## src/rtl/rstcause_pkg.sv

```systemverilog
package rstcause_pkg;

    localparam int RC_REG_W = 32;
    localparam int RC_SRC_N = 8;

    // Bit position of each source flag; software decodes this layout.
    function automatic int src_pos(input int idx);
        return (idx < 4) ? idx : idx + 12;
    endfunction

    // Mask of all bits that hold a flag.
    function automatic logic [RC_REG_W-1:0] flag_mask(input int nsrc);
        logic [RC_REG_W-1:0] m;
        m = '0;
        for (int i = 0; i < nsrc; i++) begin
            m[src_pos(i)] = 1'b1;
        end
        return m;
    endfunction

endpackage

```

## src/rtl/rstcause_map.sv

```systemverilog
module rstcause_map
    import rstcause_pkg::*;
#(
    parameter int REG_W = RC_REG_W,
    parameter int SRC_N = RC_SRC_N
) (
    input  logic [SRC_N-1:0] src_evt,
    output logic [REG_W-1:0] set_mask
);

    logic [REG_W-1:0] part [SRC_N];

    // One shifted flag per source lane.
    for (genvar i = 0; i < SRC_N; i++) begin : g_src
        localparam logic [REG_W-1:0] LANE_BIT = REG_W'(1) << src_pos(i);
        assign part[i] = src_evt[i] ? LANE_BIT : '0;
    end

    always_comb begin
        set_mask = '0;
        for (int i = 0; i < SRC_N; i++) begin
            set_mask = set_mask | part[i];
        end
    end

endmodule

```

## src/rtl/rstcause_store.sv

```systemverilog
module rstcause_store
    import rstcause_pkg::*;
#(
    parameter int REG_W = RC_REG_W,
    parameter int SRC_N = RC_SRC_N
) (
    input  logic             clk,
    input  logic             por_n,
    input  logic [REG_W-1:0] set_mask,
    input  logic             wr_en,
    input  logic [REG_W-1:0] wr_data,
    output logic [REG_W-1:0] flags_q
);

    localparam logic [REG_W-1:0] VALID = flag_mask(SRC_N);

    logic [REG_W-1:0] clr_mask;
    logic [REG_W-1:0] flags_d;

    always_comb begin
        clr_mask = wr_en ? wr_data : '0;
        // Clear first, then set: an event wins over a same-cycle clear.
        flags_d  = ((flags_q & ~clr_mask) | set_mask) & VALID;
    end

    always_ff @(posedge clk or negedge por_n) begin
        if (!por_n) begin
            flags_q <= '0;
        end else begin
            flags_q <= flags_d;
        end
    end

endmodule

```

## src/rtl/rstcause_prio.sv

```systemverilog
module rstcause_prio
    import rstcause_pkg::*;
#(
    parameter int REG_W  = RC_REG_W,
    parameter int SRC_N  = RC_SRC_N,
    parameter int CODE_W = $clog2(SRC_N + 1)
) (
    input  logic [REG_W-1:0]  flags,
    output logic [CODE_W-1:0] code
);

    localparam logic [CODE_W-1:0] HARD_CODE = CODE_W'(SRC_N);

    // Scan from the top down so the lowest set index overwrites last.
    always_comb begin
        code = HARD_CODE;
        for (int i = SRC_N - 1; i >= 0; i--) begin
            if (flags[src_pos(i)]) begin
                code = CODE_W'(i);
            end
        end
    end

endmodule

```

## src/rtl/rstcause_rec.sv

```systemverilog
module rstcause_rec
    import rstcause_pkg::*;
#(
    parameter int REG_W  = RC_REG_W,
    parameter int SRC_N  = RC_SRC_N,
    parameter int CODE_W = $clog2(SRC_N + 1)
) (
    input  logic              clk,
    input  logic              por_n,
    input  logic [SRC_N-1:0]  src_evt,
    input  logic              wr_en,
    input  logic [REG_W-1:0]  wr_data,
    output logic [REG_W-1:0]  flags_q,
    output logic [CODE_W-1:0] cause_code
);

    logic [REG_W-1:0] set_mask;

    rstcause_map #(.REG_W(REG_W), .SRC_N(SRC_N)) u_map (
        .src_evt  (src_evt),
        .set_mask (set_mask)
    );

    rstcause_store #(.REG_W(REG_W), .SRC_N(SRC_N)) u_store (
        .clk      (clk),
        .por_n    (por_n),
        .set_mask (set_mask),
        .wr_en    (wr_en),
        .wr_data  (wr_data),
        .flags_q  (flags_q)
    );

    rstcause_prio #(.REG_W(REG_W), .SRC_N(SRC_N), .CODE_W(CODE_W)) u_prio (
        .flags (flags_q),
        .code  (cause_code)
    );

endmodule

```

## config.mk

```make
export PLATFORM = sky130hd
export DESIGN_NAME = rstcause_rec
export DESIGN_NICKNAME = d
export VERILOG_FILES = /design/src/rtl/rstcause_pkg.sv /design/src/rtl/rstcause_map.sv /design/src/rtl/rstcause_store.sv /design/src/rtl/rstcause_prio.sv /design/src/rtl/rstcause_rec.sv
export SDC_FILE = /design/constraint.sdc
export NUM_CORES = 1
export LEC_CHECK = 0
export ABC_AREA = 1
export BUFFER_PORTS_ARGS = -buffer_cell sky130_fd_sc_hd__buf_2
export CORE_MARGIN = 3
export CORE_UTILIZATION = 30
export CTS_CLUSTER_SIZE = 14
export DETAILED_ROUTE_END_ITERATION = 8
export MAX_ROUTING_LAYER = met4
export PLACE_DENSITY = 0.78
export SYNTH_ARGS = -nofsm -noshare
export SYNTH_HDL_FRONTEND = slang
export SYNTH_SLANG_ARGS = --single-unit
```

## constraint.sdc

```tcl
create_clock -name clk -period 1.25 [get_ports clk]
set_input_delay 0.25 -clock clk [delete_from_list [all_inputs] [get_ports clk]]
set_output_delay 0.25 -clock clk [all_outputs]
set_load 0.01 [all_outputs]
```

==> summary.md, run 1 <==
| Metric | Value |
|---|---|
| Critical path capture point type | `output pin` |
| Gate count after technology mapping | `72` |
| Maximum operating frequency | `688.0 MHz` |
| Proportion of power drawn by flip-flops and latches | `between 40 and 50%` |
| Pre-CTS worst setup slack | `0.06299 ns` |
| Max reg flops | `8` |
| Number of max-slew violations in the final report | `0` |
| Detailed placement HPWL | `1004 microns` |
| Fin. Hold Viols | `0` |
| Result of the run | `finished with violations` |
| Reg-to-reg critical path endpoint | `u_store.flags_q[18]` |
| Clock root cell | `sky130_fd_sc_hd__clkbuf_4` |
| Number of antenna violations at the first check in global routing | `0` |
| Diode count | `0` |
| Final worst setup slack | `-0.2034 ns` |
| Critical R2R Launch | `u_store.flags_q[18]` |
| Hold path startpoint | `src_evt[0]` |
| Net switching power | `just under 0.0002 W` |
| Worst path required time | `1.00 ns` |
| Number of setup violations in the final report | `4` |
| Violated checks | `negative setup slack` |
| Register containing the most flip-flops in the final layout | `u_store.flags_q` |
| Proportion of register bits with asynchronous set or reset after synthesis | `between 90% and 100%` |
| Floorplan die area | `2504 sq um` |
| Crit path largest cell delay | `0.38 ns` |
| Count of buffering cells on the critical path with inverters included | `2` |
| Worst-case hold path end point | `u_store.flags_q[0]` |
| HP Class | `in2reg` |
| Effective utilization at floorplan | `32.63%` |
| Leakage power | `0.4054 nW` |
| Fraction of layout cells with a size suffix above 1 | `39.62%` |
| Worst skew pair latency | `around 0.25 ns` |
| Critical Path Start Type | `flip-flop` |
| Area share of the leading cell type in the synthesized netlist | `34.41%` |
| Maximum vdd drop | `just over 0.5 mV` |
| Largest net degree at the start of global routing | `9` |
| Shortest clock period the worst path allows after layout | `1.453 ns` |
| Buffers added on ports | `30` |
| Number of distinct library cell variants in the gate-level netlist after synthesis | `14` |
| Prevailing post-synth register cell | `sky130_fd_sc_hd__dfrtp_1` |
| Wire length per cell after detailed routing | `9.260 microns` |
| Power per cell area | `around 900 nW/um^2` |
| Depth of the worst hold-timing path | `2` |
| Critical path type | `reg2out` |
| Part of the Yosys area used for sequential elements | `between 30% and 40%` |
| Via count | `~490` |
| Total of warnings raised by yosys | `0` |
| Final cycle utilization of the critical path | `116.3%` |
| NumNets Final | `~150` |
| Global placement routability congestion | `between 0.7 and 0.8` |
| Ratio of routed vias to standard cells | `3.763` |
| Number of clock buffers inserted by TritonCTS | `3` |
| Number of max-capacitance violations reported | `0` |
| Top cells by area in the synthesized netlist | `sky130_fd_sc_hd__dfrtp_1 34%, sky130_fd_sc_hd__buf_4 32%, sky130_fd_sc_hd__or2_1 8.6%` |
| Register-to-Register Path Depth | `4` |
| Count of flip-flops with a built-in enable after synthesis | `0` |
| Via count of the first global-routing pass | `416` |
| Post-synthesis area per instance | `between 8 and 9 sq um` |
| Register clock-pin slew on the reported worst setup and hold paths | `0.05 ns` |
| Largest registers in the final layout | `u_store.flags_q (8)` |
| Largest fanout on the critical path | `2` |
| FF+latch count, synth | `8` |
| Setup repair after global routing missed its margin | `true` |
| Gr usage total | `9.877%` |
| Post-Route WL | `roughly 1200 microns` |
| Area growth, synth to finish | `21.94%` |
| Setup Skew | `0 ns` |
| Proportion of total power due to net switching | `30.25%` |
| Area of the core | `between 1500 and 2000 sq um` |
| Number of detailed-route iterations in the first pass | `4` |
| Clock tree from TritonCTS | `done` |
| Non-filler instance count after layout | `131` |
| List of most frequent post-synthesis cells | `25 x sky130_fd_sc_hd__buf_4, 8 x sky130_fd_sc_hd__a21oi_1, 8 x sky130_fd_sc_hd__dfrtp_1, 8 x sky130_fd_sc_hd__or2_1, 6 x sky130_fd_sc_hd__nand2_1` |
| Slowest stage cell, crit path | `sky130_fd_sc_hd__dfrtp_1` |
| Maximum level of the CTS H-tree | `1` |
| Remaining antenna violation count after routing | `0` |
| Number of DRC violations after detailed-routing iteration 0 | `6` |
| CP cell instances | `buf_4, o211ai_1, a31oi_1, buf_2` |
| Boundary Pins | `79` |
| Largest area contributor in the synthesized netlist | `sky130_fd_sc_hd__dfrtp_1` |
| Die span in x | `~50 microns` |
| DRC errors left | `0` |
| Final core occ | `39.79%` |
| Grt total ovfl | `0` |
| Internal power component | `0.0004470 W` |
| Register-to-register setup slack | `0.35 ns` |
| Number of sinks handled by clock tree synthesis | `8` |
| Row cnt | `15` |
| Logic pwr share | `24.5%` |
| Fraction of power consumed by the clock network | `30.7%` |
| Die boundary height | `50.04 microns` |
| Most common cell in the netlist | `sky130_fd_sc_hd__buf_4` |
| Synthesized cell area | `581.8 sq um` |
| Cell count after placement | `125` |
| Buffer levels on the longest clock path | `2` |
| First-pass GRT wire length | `1780 microns` |
| Crit path arrival time | `1.20 ns` |
| Cell family with most CP delay | `flip-flops` |
-- metrics by stage --
step | instance area, sq um | hold WS (ns) | setup TNS [ns] | power (W)
3_3_place_gp | 661.9 | 0.09661 | 0 | 0.0004360
4_1_cts | 701.9 | 0.1755 | -0.6799 | 0.0006437
5_1_grt | 709.4 | 0.1687 | -1.080 | 0.0006830
2_1_floorplan | 668.1 | -0.04559 | 0 | 0.0004366
6_report | 709.4 | 0.1785 | -0.6870 | 0.0006408
3_5_place_dp | 661.9 | 0.1025 | 0 | 0.0004400
-- worst register-to-register path, cell delays in order (launching register included) --
cell	delay, ns
sky130_fd_sc_hd__dfrtp_1	0.38
sky130_fd_sc_hd__inv_2	0.06
sky130_fd_sc_hd__buf_4	0.11
sky130_fd_sc_hd__a21oi_1	0.03
sky130_fd_sc_hd__or2_1	0.20
-- layout make-up --
type | count | area [sq um]
repair buffers | 33 | 175.2
fillers | 203 | 1074
inverters | 9 | 35.03
multi-input cells | 53 | 245.2
flip-flops and latches | 8 | 200.2
well taps | 25 | 31.28
clock buffers | 3 | 22.52
-- cell usage in the layout, fill, tap and decap left out, types with 3 or more instances in the layout --
master / instances
sky130_fd_sc_hd__or2_1: 8
sky130_fd_sc_hd__inv_2: 5
sky130_fd_sc_hd__clkbuf_4: 3
sky130_fd_sc_hd__buf_2: 30
sky130_fd_sc_hd__a21oi_1: 8
sky130_fd_sc_hd__inv_1: 3
sky130_fd_sc_hd__nand2_1: 6
sky130_fd_sc_hd__dfrtp_1: 8
sky130_fd_sc_hd__conb_1: 24
-- power groups by stage --
stage	clock (W)	combinational, W	sequential (W)
6_report	0.000197	0.000157	0.000287
5_1_grt	0.000216	0.000177	0.000290
2_1_floorplan	0	0.000135	0.000301
3_5_place_dp	0	0.000148	0.000292
4_1_cts	0.000202	0.000154	0.000288
3_3_place_gp	0	0.000144	0.000292
-- layer usage --
metal	track usage [%]	wire [microns]	up-vias
li1	-	-	243
met1	12.01	466	211
met2	13.48	555	39
met3	6.949	192	0
met4	1.382	0	0
met5	-	0	-
-- cells by family (layout without fill, tap and decap cells) --
family | after synthesis | after routing | synth area share, %
other | 1 | 24 | 0.6445
and+or+nand+nor | 18 | 18 | 15.91
buffers and inverters | 34 | 45 | 38.28
DFF | 8 | 8 | 34.41
AOI/OAI and AO/OA | 11 | 11 | 10.75
-- worst max path at each step --
stage / startpoint / to / slack [ns] / cells after the start
floorplan: u_store.flags_q[18] / cause_code[0] / 0.13 / 7
global placement: u_store.flags_q[18] / cause_code[0] / 0.06 / 8
detailed placement: u_store.flags_q[18] / cause_code[0] / 0.06 / 8
CTS: u_store.flags_q[18] / cause_code[0] / -0.20 / 8
global route: u_store.flags_q[18] / cause_code[0] / -0.29 / 8
finish: u_store.flags_q[18] / cause_code[1] / -0.20 / 4
-- timing repair --
action / 4_1_cts / 5_1_grt
pin swaps: 3 / 0
hold buffers: 1 / 0
endpoints found under the hold margin: 8 / 0
gates resized for setup: 0 / 0
setup buffers: 1 / 1
setup endpoints to repair: 4 / 4
(Power assumes the default switching activity.)
==> inputs of run 2 (changes only) <==
BUFFER_PORTS_ARGS = -buffer_cell sky130_fd_sc_hd__clkbuf_2   (was -buffer_cell sky130_fd_sc_hd__buf_2)
PLACE_DENSITY = 0.9   (was 0.78)
SLEW_MARGIN = 25   (was not set)
==> summary.md, run 2 (synthesis gave the netlist of run 1 again) <==
| Metric | Value |
|---|---|
| Number of sinks handled by clock tree synthesis | `8 (unchanged)` |
| Area growth, synth to finish | `21.94% (unchanged)` |
| Global placement routability congestion | `0.8087 (+12%)` |
| NumNets Final | `151 (unchanged)` |
| Number of max-capacitance violations reported | `0 (unchanged)` |
| Violated checks | `negative setup slack` |
| Crit path largest cell delay | `0.39 ns (about the same)` |
| Worst path required time | `1.00 ns (about the same)` |
| Floorplan die area | `2504 sq um (unchanged)` |
| Final worst setup slack | `-0.1991 ns (+0.004276 ns)` |
| Most frequent cells in the layout | `26 x sky130_fd_sc_hd__clkbuf_2, 24 x sky130_fd_sc_hd__conb_1, 8 x sky130_fd_sc_hd__a21oi_1, 8 x sky130_fd_sc_hd__or2_1, 8 x sky130_fd_sc_hd__dfrtp_1` |
| Register-to-Register Path Depth | `4 (unchanged)` |
| Dominant cell type by count on the critical path | `sky130_fd_sc_hd__nand2_1` |
| Die boundary height | `50.04 microns (unchanged)` |
| Row cnt | `15 (unchanged)` |
| Proportion of total power due to net switching | `30.01% (-0.24 points)` |
| Fraction of power consumed by the clock network | `30.1% (-0.6 points)` |
| Boundary Pins | `79 (unchanged)` |
| Worst skew pair latency | `0.25 ns (about the same)` |
| Diode count | `0 (unchanged)` |
| HP Class | `in2reg` |
| Slowest stage cell, crit path | `sky130_fd_sc_hd__dfrtp_1` |
| Ratio of routed vias to standard cells | `3.878 (+3.0%)` |
| Fillers | `199 (-2.0%)` |
| Number of setup violations in the final report | `4 (unchanged)` |
| Via count of the first global-routing pass | `490 (+18%)` |
| Largest registers in the final layout | `u_store.flags_q (8)` |
| CP cell instances | `inv_2, nand2_1, nand2_1, nand2_1, nand2_1, nand2_1, a21oi_2, buf_2` |
| Register containing the most flip-flops in the final layout | `u_store.flags_q` |
| Effective utilization at floorplan | `32.63% (unchanged)` |
| Buffers added on ports | `30 (unchanged)` |
| Worst slack on hold paths | `0.1874 ns (+0.008924 ns)` |
| Max reg flops | `8 (unchanged)` |
| Area of the core | `1783 sq um (unchanged)` |
| Logic pwr share | `24.6% (about the same)` |
| Critical path capture point type | `output pin` |
| Gr usage total | `9.715% (-0.16 points)` |
| Result of the run | `finished with violations` |
| Grt total ovfl | `0 (unchanged)` |
| Largest fanout on the critical path | `3 (+1)` |
| Post-Route WL | `1235 microns (+1.8%)` |
| Setup Skew | `0 ns (unchanged)` |
| Depth of the worst hold-timing path | `2 (unchanged)` |
| Critical path type | `reg2out` |
| Leakage power | `0.4176 nW (+3.0%)` |
| Buffer levels on the longest clock path | `2 (unchanged)` |
| Count of buffering cells on the critical path with inverters included | `2 (unchanged)` |
| Clock root cell | `sky130_fd_sc_hd__clkbuf_4` |
| Clock tree from TritonCTS | `done` |
| Final cycle utilization of the critical path | `115.9% (-0.34 points)` |
| Maximum operating frequency | `690.1 MHz (+0.30%)` |
| Number of clock buffers inserted by TritonCTS | `3 (unchanged)` |
| Shortest clock period the worst path allows after layout | `1.449 ns (-0.004276 ns)` |
| Internal power component | `0.0004466 W (about the same)` |
| Register clock-pin slew on the reported worst setup and hold paths | `0.05 ns (about the same)` |
| Wire length per cell after detailed routing | `9.427 microns (+1.8%)` |
| Critical Path Start Type | `flip-flop` |
| Power per cell area | `899.3 nW/um^2 (-0.44%)` |
| Detailed placement HPWL | `1040 microns (+3.6%)` |
| Largest net degree at the start of global routing | `9 (unchanged)` |
| Remaining antenna violation count after routing | `0 (unchanged)` |
| Number of DRC violations after detailed-routing iteration 0 | `5 (-1)` |
| Maximum vdd drop | `0.2752 mV (-47%)` |
| Most frequent standard cell in the layout excluding fill and tap cells | `sky130_fd_sc_hd__clkbuf_2` |
| Number of detailed-route iterations in the first pass | `4 (unchanged)` |
| Crit path arrival time | `1.20 ns (about the same)` |
| Fraction of layout cells with a size suffix above 1 | `39.62% (unchanged)` |
| Via count | `508 (+3.0%)` |
| Setup repair after global routing missed its margin | `true` |
| Net switching power | `0.0001915 W (-1.2%)` |
| Fin. Hold Viols | `0 (unchanged)` |
| Die span in x | `50.04 microns (unchanged)` |
| Instance count on the critical path | `8 (+4)` |
| First-pass GRT wire length | `1766 microns (-0.79%)` |
| DRC errors left | `0 (unchanged)` |
| Final core occ | `39.79% (unchanged)` |
| Number of antenna violations at the first check in global routing | `0 (unchanged)` |
| Cell family with most CP delay | `flip-flops` |
| Proportion of power drawn by flip-flops and latches | `45.3% (+0.5 points)` |
| Maximum level of the CTS H-tree | `1 (unchanged)` |
| Number of max-slew violations in the final report | `0 (unchanged)` |
## run 2: repair_timing
action	CTS	global route
hold buffers	1	0
resized for setup	0	4
setup buffers	2	0
pin swaps	3	1
setup endpoints to repair	4	4
endpoints found under the hold margin	8	0
## run 2: per-layer routing
layer	up-vias	wire, microns	global-route usage, %
met5	-	0	-
met4	0	0	9.217
met3	0	156	4.230
met2	32	645	15.22
met1	233	433	8.582
li1	243	-	-
## run 2: power groups by stage
stage / clock [W] / sequential (W) / combinational, W
5_1_grt: 0.000208 / 0.000291 / 0.000175
6_report: 0.000192 / 0.000289 / 0.000157
2_1_floorplan: 0 / 0.000301 / 0.000135
4_1_cts: 0.000203 / 0.000289 / 0.000156
3_3_place_gp: 0 / 0.000293 / 0.000143
3_5_place_dp: 0 / 0.000294 / 0.000147
## run 2: cell type report
class,count,area (sq um),share of cell area (%)
Sequential cell,8,200.2,28.22
Clock buffer,3,22.52,3.175
Multi-Input combinational cell,53,245.2,34.57
Inverter,9,35.03,4.938
Tap cell,25,31.28,4.409
Timing Repair Buffer,33,175.2,24.69
## run 2: through the flow
step	total power, W	instances	worst slack, ns	cell area (sq um)	TNS [ns]
finish	0.0006380	131	-0.1991	709.4	-0.6395
detailed placement	0.0004407	125	0.03705	661.9	0
global route	0.0006736	131	-0.3210	709.4	-1.039
CTS	0.0006477	131	-0.2292	709.4	-0.7399
floorplan	0.0004366	95	0.1300	668.1	0
global placement	0.0004358	125	0.04267	661.9	0
## run 2: worst register-to-register path, stage by stage (launching register included)
cell and delay, ns:
sky130_fd_sc_hd__dfrtp_1 0.38, sky130_fd_sc_hd__inv_2 0.08, sky130_fd_sc_hd__buf_4 0.10, sky130_fd_sc_hd__a21oi_1 0.03, sky130_fd_sc_hd__or2_1 0.21
## run 2: final timing paths
kind	endpoint	slack [ns]	start
setup / recovery	cause_code[0]	-0.20	u_store.flags_q[18]
min in group asynchronous	u_store.flags_q[1]	0.38	por_n
hold / removal	u_store.flags_q[16]	0.19	src_evt[4]
max in group asynchronous	u_store.flags_q[19]	0.70	por_n
hold reg to reg	u_store.flags_q[3]	0.64	u_store.flags_q[3]
setup reg to reg	u_store.flags_q[17]	0.34	u_store.flags_q[17]
==> inputs of run 3 (changes only) <==
CELL_PAD_IN_SITES_DETAIL_PLACEMENT = 1   (was not set)
CELL_PAD_IN_SITES_GLOBAL_PLACEMENT = 2   (was not set)
CORE_ASPECT_RATIO = 1.75   (was not set)
CORE_UTILIZATION = 13   (was 30)
SETUP_SLACK_MARGIN = 0.5   (was not set)
==> summary.md, run 3 (synthesis gave the netlist of run 1 again) <==
| Metric | Value |
|---|---|
| Area growth, synth to finish | `63.01%` |
| Crit path arrival time | `1.21 ns (about the same)` |
| Most frequent standard cell in the layout excluding fill and tap cells | `sky130_fd_sc_hd__conb_1` |
| Gr usage total | `6.313% (-3.4 points)` |
| Die boundary height | `94.50 microns (+89%)` |
| Non-filler instance count after layout | `168 (+28%)` |
| Number of DRC violations after detailed-routing iteration 0 | `1 (-4)` |
| Max reg flops | `8 (unchanged)` |
| Largest fanout on the critical path | `3 (unchanged)` |
| Area of the core | `4228 sq um (+140%)` |
| Slowest stage cell, crit path | `sky130_fd_sc_hd__dfrtp_1` |
| Hold path startpoint | `src_evt[1]` |
| Fraction of power consumed by the clock network | `36.4% (+6.3 points)` |
| Count of buffering cells on the critical path with inverters included | `2 (unchanged)` |
| Critical R2R Launch | `u_store.flags_q[3]` |
| Result of the run | `finished with violations` |
| Clock root cell | `sky130_fd_sc_hd__clkbuf_8` |
| Effective utilization at floorplan | `13.76% (-19 points)` |
| Cell count after placement | `150 (+20%)` |
| Logic pwr share | `28.8% (+4.2 points)` |
| Fin. Hold Viols | `0 (unchanged)` |
| Floorplan die area | `5346 sq um (+110%)` |
| Internal power component | `0.0006089 W (+36%)` |
| Largest registers in the final layout | `u_store.flags_q (8)` |
| Grt total ovfl | `0 (unchanged)` |
| Die span in x | `56.57 microns (+13%)` |
| Critical path type | `reg2out` |
| Wire length per cell after detailed routing | `10.18 microns (+8.0%)` |
| Setup repair after global routing missed its margin | `true` |
| Maximum level of the CTS H-tree | `1 (unchanged)` |
| First-pass GRT wire length | `2546 microns (+44%)` |
| Reg-to-reg critical path endpoint | `u_store.flags_q[3]` |
| Net switching power | `0.0002289 W (+20%)` |
| Maximum operating frequency | `684.6 MHz (-0.79%)` |
| Most frequent cells in the layout | `24 x sky130_fd_sc_hd__conb_1, 19 x sky130_fd_sc_hd__clkbuf_2, 14 x sky130_fd_sc_hd__buf_6` |
| Buffers added on ports | `30 (unchanged)` |
| Critical path capture point type | `output pin` |
| Shortest clock period the worst path allows after layout | `1.461 ns (+0.01151 ns)` |
| Worst skew pair latency | `0.22 ns (-0.03 ns)` |
| Register clock-pin slew on the reported worst setup and hold paths | `0.04 ns (about the same)` |
| Reg area | `200.2 sq um (unchanged)` |
| Final cycle utilization of the critical path | `116.9% (+0.92 points)` |
| Via count of the first global-routing pass | `603 (+23%)` |
| Diode count | `0 (unchanged)` |
| Remaining antenna violation count after routing | `0 (unchanged)` |
| Setup Skew | `0 ns (unchanged)` |
| NumNets Final | `164 (+8.6%)` |
| Number of setup violations in the final report | `5 (+1)` |
| Worst-case hold path end point | `u_store.flags_q[1]` |
| Buffer levels on the longest clock path | `2 (unchanged)` |
| Row cnt | `31 (+16)` |
| Via count | `575 (+13%)` |
| Proportion of power drawn by flip-flops and latches | `34.8% (-10 points)` |
| Fraction of layout cells with a size suffix above 1 | `50.42% (+11 points)` |
| Clock tree from TritonCTS | `done` |
| Worst path required time | `1.00 ns (about the same)` |
| Register-to-Register Path Depth | `9 (+5)` |
| HP Class | `in2reg` |
| Maximum vdd drop | `0.6100 mV (+120%)` |
| Register-to-register setup slack | `-0.06 ns (-0.40 ns)` |
| Number of max-capacitance violations reported | `0 (unchanged)` |
| CP cell instances | `inv_2, nand2_1, nand2_1, nand2_1, nand2_1, nand2_2, a21oi_2, buf_2` |
| Power, Total | `0.0008379 W (+31%)` |
| Register containing the most flip-flops in the final layout | `u_store.flags_q` |
| Number of clock buffers inserted by TritonCTS | `3 (unchanged)` |
| Final worst setup slack | `-0.2106 ns (-0.01151 ns)` |
| Depth of the worst hold-timing path | `2 (unchanged)` |
| Post-Route WL | `1710 microns (+38%)` |
| Detailed placement HPWL | `1309 microns (+26%)` |
| Number of antenna violations at the first check in global routing | `0 (unchanged)` |
| Largest net degree at the start of global routing | `9 (unchanged)` |
| Cell family with most CP delay | `flip-flops` |
| Multi-input combinational cell area | `256.5 sq um (+4.6%)` |
| Crit path largest cell delay | `0.39 ns (about the same)` |
| Leakage power | `0.5097 nW (+22%)` |
| DRC errors left | `0 (unchanged)` |
| Violated checks | `negative setup slack` |
| Number of sinks handled by clock tree synthesis | `8 (unchanged)` |
| Dominant cell type by count on the critical path | `sky130_fd_sc_hd__nand2_1` |
| Critical Path Start Type | `flip-flop` |
| Global placement routability congestion | `0.6216 (-23%)` |
| Fillers | `519 (+160%)` |
| Boundary Pins | `79 (unchanged)` |
| Number of detailed-route iterations in the first pass | `2 (-2)` |
| Pre-CTS worst setup slack | `0.02126 ns (-0.01578 ns)` |
| Proportion of total power due to net switching | `27.32% (-2.7 points)` |
| Ratio of routed vias to standard cells | `3.423 (-12%)` |
| Number of max-slew violations in the final report | `0 (unchanged)` |
| Power per cell area | `883.4 nW/um^2 (-1.8%)` |
-- run 3: power by group through the flow --
stage               combinational (W)  clock, W  sequential (W)
finish                       0.000242  0.000305        0.000292
detailed placement           0.000155         0        0.000294
global placement             0.000153         0        0.000294
floorplan                    0.000135         0        0.000302
global route                 0.000266  0.000337        0.000293
CTS                          0.000208  0.000318        0.000290
-- run 3: worst max path at each step --
stage / cells past startpoint / startpoint / to / slack [ns]
after floorplan: 7 / u_store.flags_q[18] / cause_code[0] / 0.13
after global placement: 8 / u_store.flags_q[18] / cause_code[0] / 0.03
after detailed placement: 8 / u_store.flags_q[18] / cause_code[0] / 0.02
after CTS: 8 / u_store.flags_q[18] / cause_code[0] / -0.23
after global routing: 8 / u_store.flags_q[18] / cause_code[0] / -0.31
final: 8 / u_store.flags_q[18] / cause_code[0] / -0.21
-- run 3: stage by stage --
stage	cell area (sq um)	TNS (ns)	util (%)	hold slack [ns]
after floorplan	673.1	0	-	-0.04559
after global placement	704.4	0	16.66	0.1138
after detailed placement	704.4	0	16.66	0.1140
after CTS	878.3	-0.7860	20.78	0.2051
after global routing	948.4	-1.132	22.43	0.2134
final	948.4	-0.7035	22.43	0.2089
-- run 3: layer usage --
layer | global-route usage [%] | wire length [microns] | part of all wire, %
met5 | - | 0 | 0
met4 | 3.564 | 17 | 0.99
met1 | 5.771 | 492 | 29
met2 | 12.16 | 1023 | 60
met3 | 0.8208 | 176 | 10
-- run 3: timing repair --
| action | in CTS | in global routing |
|---|---|---|
| setup buffers | 10 | 4 |
| pin swaps | 4 | 2 |
| endpoints found under the setup margin | 20 | 20 |
| hold endpoints to repair | 8 | 0 |
| hold buffers | 1 | 0 |
| resized for setup | 10 | 20 |
-- run 3: cell type report --
cell class                      instances  share of cell area [%]
Inverter                                9                   3.826
Tap cell                               49                   6.464
Clock buffer                            3                   4.354
Multi-Input combinational cell         53                   27.04
Sequential cell                         8                   21.11
Timing Repair Buffer                   46                   37.20
-- run 3: worst register-to-register path, cell delays in order (launching register included) --
cell and delay (ns):
sky130_fd_sc_hd__dfrtp_1 0.39, sky130_fd_sc_hd__inv_2 0.09, sky130_fd_sc_hd__buf_6 0.10, sky130_fd_sc_hd__buf_6 0.08, sky130_fd_sc_hd__buf_6 0.08, sky130_fd_sc_hd__buf_6 0.08, sky130_fd_sc_hd__buf_6 0.08, sky130_fd_sc_hd__buf_6 0.08
sky130_fd_sc_hd__a21oi_2 0.02, sky130_fd_sc_hd__or2_1 0.20
